### config.mk
export PLATFORM = sky130hd
export DESIGN_NAME = trk_adc_ctrl
export DESIGN_NICKNAME = d
export VERILOG_FILES = /design/src/rtl/trk_adc_pkg.sv /design/src/rtl/trk_req_latch.sv /design/src/rtl/trk_step_gate.sv /design/src/rtl/trk_code_ctr.sv /design/src/rtl/trk_settle_flag.sv /design/src/rtl/trk_adc_ctrl.sv
export SDC_FILE = /design/constraint.sdc
export NUM_CORES = 1
export LEC_CHECK = 0
export ABC_AREA = 1
export ABC_CLOCK_PERIOD_IN_PS = 2200
export BUFFER_PORTS_ARGS = -buffer_cell sky130_fd_sc_hd__buf_4
export CORE_UTILIZATION = 39
export CTS_CLUSTER_SIZE = 40
export DETAILED_ROUTE_END_ITERATION = 10
export GPL_ROUTABILITY_DRIVEN = 1
export PLACE_DENSITY_LB_ADDON = 0.25
export SLEW_MARGIN = 20
export SYNTH_ARGS = -nofsm -noshare
export SYNTH_HDL_FRONTEND = slang
export SYNTH_HIERARCHICAL = 1
export SYNTH_SLANG_ARGS = --single-unit
### constraint.sdc
create_clock -name clk_i -period 2.2 [get_ports clk_i]
set_input_delay 0.44 -clock clk_i [delete_from_list [all_inputs] [get_ports clk_i]]
set_output_delay 0.44 -clock clk_i [all_outputs]
set_load 0.005 [all_outputs]
### src/rtl/trk_adc_pkg.sv
package trk_adc_pkg;
   typedef enum logic [1:0] {
      STEP_HOLD = 2'b00,
      STEP_INC  = 2'b01,
      STEP_DEC  = 2'b10
   } step_e;
endpackage

### src/rtl/trk_req_latch.sv
module trk_req_latch (
   input  logic clk_i,
   input  logic srst_i,
   input  logic up_i,
   input  logic dn_i,
   output logic req_up_o,
   output logic req_dn_o
);
   logic up_q, dn_q, consume;

   assign consume = up_q | dn_q;

   always_ff @(posedge clk_i) begin
      if (srst_i || consume) begin
         up_q <= 1'b0;
         dn_q <= 1'b0;
      end else begin
         up_q <= up_i;
         dn_q <= dn_i;
      end
   end

   assign req_up_o = up_q;
   assign req_dn_o = dn_q;
endmodule

### src/rtl/trk_step_gate.sv
module trk_step_gate
   import trk_adc_pkg::*;
(
   input  logic  req_up_i,
   input  logic  req_dn_i,
   input  logic  at_max_i,
   input  logic  at_min_i,
   output step_e step_o
);
   logic inc_ok, dec_ok;

   assign inc_ok = req_up_i & ~req_dn_i & ~at_max_i;
   assign dec_ok = req_dn_i & ~req_up_i & ~at_min_i;

   always_comb begin
      step_o = STEP_HOLD;
      if (inc_ok)      step_o = STEP_INC;
      else if (dec_ok) step_o = STEP_DEC;
   end
endmodule

### src/rtl/trk_code_ctr.sv
module trk_code_ctr
   import trk_adc_pkg::*;
#(
   parameter int CODE_W = 8
) (
   input  logic              clk_i,
   input  logic              srst_i,
   input  step_e             step_i,
   output logic [CODE_W-1:0] code_o,
   output logic              at_max_o,
   output logic              at_min_o
);
   localparam logic [CODE_W-1:0] CODE_MAX = {CODE_W{1'b1}};
   localparam logic [CODE_W-1:0] CODE_MIN = '0;
   localparam logic [CODE_W-1:0] ONE      = CODE_W'(1);

   logic [CODE_W-1:0] cnt_q;

   always_ff @(posedge clk_i) begin
      if (srst_i) begin
         cnt_q <= CODE_MIN;
      end else begin
         unique case (step_i)
            STEP_INC: cnt_q <= cnt_q + ONE;
            STEP_DEC: cnt_q <= cnt_q - ONE;
            default:  cnt_q <= cnt_q;
         endcase
      end
   end

   assign code_o   = cnt_q;
   assign at_max_o = (cnt_q == CODE_MAX);
   assign at_min_o = (cnt_q == CODE_MIN);
endmodule

### src/rtl/trk_settle_flag.sv
module trk_settle_flag (
   input  logic clk_i,
   input  logic srst_i,
   input  logic up_i,
   input  logic dn_i,
   output logic settled_o
);
   logic quiet_q;

   always_ff @(posedge clk_i) begin
      if (srst_i) quiet_q <= 1'b0;
      else        quiet_q <= ~(up_i | dn_i);
   end

   assign settled_o = quiet_q;
endmodule

### src/rtl/trk_adc_ctrl.sv
module trk_adc_ctrl
   import trk_adc_pkg::*;
#(
   parameter int CODE_W = 8
) (
   input  logic              clk_i,
   input  logic              srst_i,
   input  logic              cmp_up_i,
   input  logic              cmp_dn_i,
   output logic [CODE_W-1:0] code_o,
   output logic              settled_o
);
   if (CODE_W < 2 || CODE_W > 24) begin : g_bad_width
      $error("trk_adc_ctrl: CODE_W must lie in 2..24");
   end

   logic  req_up, req_dn, at_max, at_min;
   step_e step;

   trk_req_latch u_req (
      .clk_i    (clk_i),
      .srst_i   (srst_i),
      .up_i     (cmp_up_i),
      .dn_i     (cmp_dn_i),
      .req_up_o (req_up),
      .req_dn_o (req_dn)
   );

   trk_step_gate u_gate (
      .req_up_i (req_up),
      .req_dn_i (req_dn),
      .at_max_i (at_max),
      .at_min_i (at_min),
      .step_o   (step)
   );

   trk_code_ctr #(.CODE_W(CODE_W)) u_ctr (
      .clk_i    (clk_i),
      .srst_i   (srst_i),
      .step_i   (step),
      .code_o   (code_o),
      .at_max_o (at_max),
      .at_min_o (at_min)
   );

   trk_settle_flag u_settle (
      .clk_i     (clk_i),
      .srst_i    (srst_i),
      .up_i      (cmp_up_i),
      .dn_i      (cmp_dn_i),
      .settled_o (settled_o)
   );
endmodule

==> results.md <==
- Final Max Tran Viols: 0
- GR Overflow Total: 0
- Clock sinks: 11
- DR iter-0 viols: 23
- Final core occ: 54.2%
- CTS tree: yes
- Std-Cell Core Area: 0.00219 mm2
- Largest net degree at the start of global routing: 11
- Clk pin slew, worst setup/hold paths: 0.06 ns
- Worst skew pair latency: 0.26 ns
- Cell area after synthesis: 902 um2
- Total Routed Length: 2230 um
- Syn Nets: 160
- Max Cap Violations: 0
- Synth Instances: 153
- Initial antenna violation count: 0
- Peak fanout along the critical path: 4
- Fill cells: 208
- Leak pwr: 0.652 nW
- Pwr/cell area: 654 mW/mm2
- Synthesized flop and latch total: 11
- Antenna diodes: 0
- Final Cell Area: 0.00119 mm2
- Vias in the first global route: 857
- Least-Margin Pin Slew: 0.288 ns
- Post-DP HPWL: 1710 um
- Max H-tree Level: 1
- Outcome: completed
- Syn avg cell area: 5.90 um2
- Clk root buf: clkbuf_4
- Maximum vdd drop: 351 uV
- Drt via density: 4.87
- DRC violations left: 0
- CP startpoint kind: flop
- Most frequent cells in the layout: nand2_1 (42), inv_1 (28), buf_4 (21)
- Area after DPL: 0.00106 mm2
- Clock skew: 0.00157 ns
- Hold/Removal Path Class: in2reg
- Min Tclk post-route: 2.16 ns
- Pre-CTS WS: 0.0197 ns
- ANT nets after route: 0
- First drt pass iteration count: 4
- PortBufs: 12
- Final setup margin: 0.0386 ns
- Worst setup EP type: flop
- Max clock buf depth: 2
- DR WL/cell: 11.0 um
- Crit Path Class: reg2reg
- Max-slew headroom: 80.8%
- Register area share after synthesis: 24.4%
- Final hold slack: 0.405 ns
- Share of post-route cells with drive strength above 1: 32.0%
- Die width: 50.1 um
- Tcrit/Tclk final: 98.2%
- Die area: 0.00251 mm2
- Tot GR Track Use: 18.9%
- Die height: 50.1 um
- Final Hold Fails: 0
- CTS Buf Count: 3
- Crit-path slowest cell: dfxtp_2
- Worst EP arrival: 2.33 ns
- Starting Density: 41.2%
- Area grow syn2layout: 31.6%
- Unrepaired setup endpoints after global routing: yes
- Ys Warns: 6
- Commonest non-fill, non-tap cell in the layout: nand2_1
- CP cell instances: nor4_2, nand3_1, nor3_2, nor2_2, ha_4, nand2_2, inv_2, nor2_4, ha_2, o21bai_4, nand3_2, nand3_2, nand3_1, nand2_1, inv_1
- Fmax: 463 MHz
- First-pass GRT wire length: 3570 um
- WP buf/inv: 2
- Max incr delay on CP: 0.33 ns
- I/O pin cnt: 13
- Req. time, crit path: 2.36 ns
- Via count: 988
- Row cnt: 17
- Number of distinct library cells after synthesis: 22
- NumNets Final: 183
- Tot Pwr: 0.776 mW
- Crit path max-delay family: simple AND/OR/NAND/NOR gates
- Finish-stage setup viols: 0
- Routability Congestion: 0.850
## synthesized netlist by cell type (all sizes together)
library cell  number  area (um2)
ha                 3        37.5
buf                2        18.8
o21ai              4        20.0
nor2              20         103
inv               31         116
xor2               4        35.0
nand2             51         194
dfxtp             11         220
nor4               1        6.26
o21bai             1        7.51
nand4              2        12.5
a21oi              6        30.0
a211oi             1        7.51
nor3               1        5.00
nand3             13        70.1
clkbuf             2        18.8
## what timing repair did
action                                  CTS  global route
endpoints found under the setup margin    0             6
resized for setup                         0            27
hold buffers                              0             0
setup buffers                             0             2
hold endpoints to repair                  0             0
## tightest hold or removal path: cells and delay by family
family        cells  cell delay [ns]
buf+inv           2             0.11
simple gates      1             0.08
## kinds of logic after synthesis
family / Yosys count / synth area share (%)
AND/OR/NAND/NOR: 88 / 43.3
adder cells (fa/ha/maj): 3 / 4.16
AO/OA/AOI/OAI: 12 / 7.21
buffers and inverters: 35 / 17.1
flip-flops: 11 / 24.4
XOR/XNOR: 4 / 3.88
## final timing paths
path                                 startpoint              end  slack [ns]  depth (start not counted)
worst max-delay path            u_ctr/code_o[5]  u_ctr/code_o[6]        0.04                         15
worst max register to register  u_ctr/code_o[5]  u_ctr/code_o[6]        0.04                         15
worst min register to register   u_req/req_up_o   u_req/req_up_o        0.53                          3
worst min-delay path                   cmp_up_i   u_req/req_up_o        0.41                          3
## metrics by stage
step / TNS (ns) / std cells
after CTS: 0 / 201
after detailed placement: 0 / 197
after global routing: -0.446 / 203
final: 0 / 203
after global placement: 0 / 197
after floorplan: 0 / 153
## registers in the layout, summed over array words and instances, names as in the netlist
| register | count |
|---|---|
| u_ctr/code_o | 8 |
| u_req/req_dn_o | 1 |
| u_req/req_up_o | 1 |
| u_settle/settled_o | 1 |
## layout make-up
class	instances	area [um2]	share of cell area (%)
Sequential cell	11	224	18.9
Clock buffer	4	26.3	2.21
Inverter	31	116	9.80
Multi-Input combinational cell	107	613	51.6
Tap cell	28	35.0	2.95
Timing Repair Buffer	22	173	14.5
## routing by layer
layer  up-vias  track usage, %  routed length, um
met5         -               0                  0
met4         0            10.0                 28
met3         4            1.23                 60
met2        22            33.6               1180
met1       455            22.3                966
li1        507               -                  -
## power by group
| part | total [mW] | switching (mW) | internal [mW] | leakage (nW) |
|---|---|---|---|---|
| clock network | 0.131 | 0.0609 | 0.0700 | 0.0150 |
| logic | 0.381 | 0.209 | 0.172 | 0.545 |
| registers | 0.264 | 0.0353 | 0.229 | 0.0917 |
| total | 0.776 | 0.306 | 0.471 | 0.652 |
No activity file was read; power rests on OpenSTA's default activity.
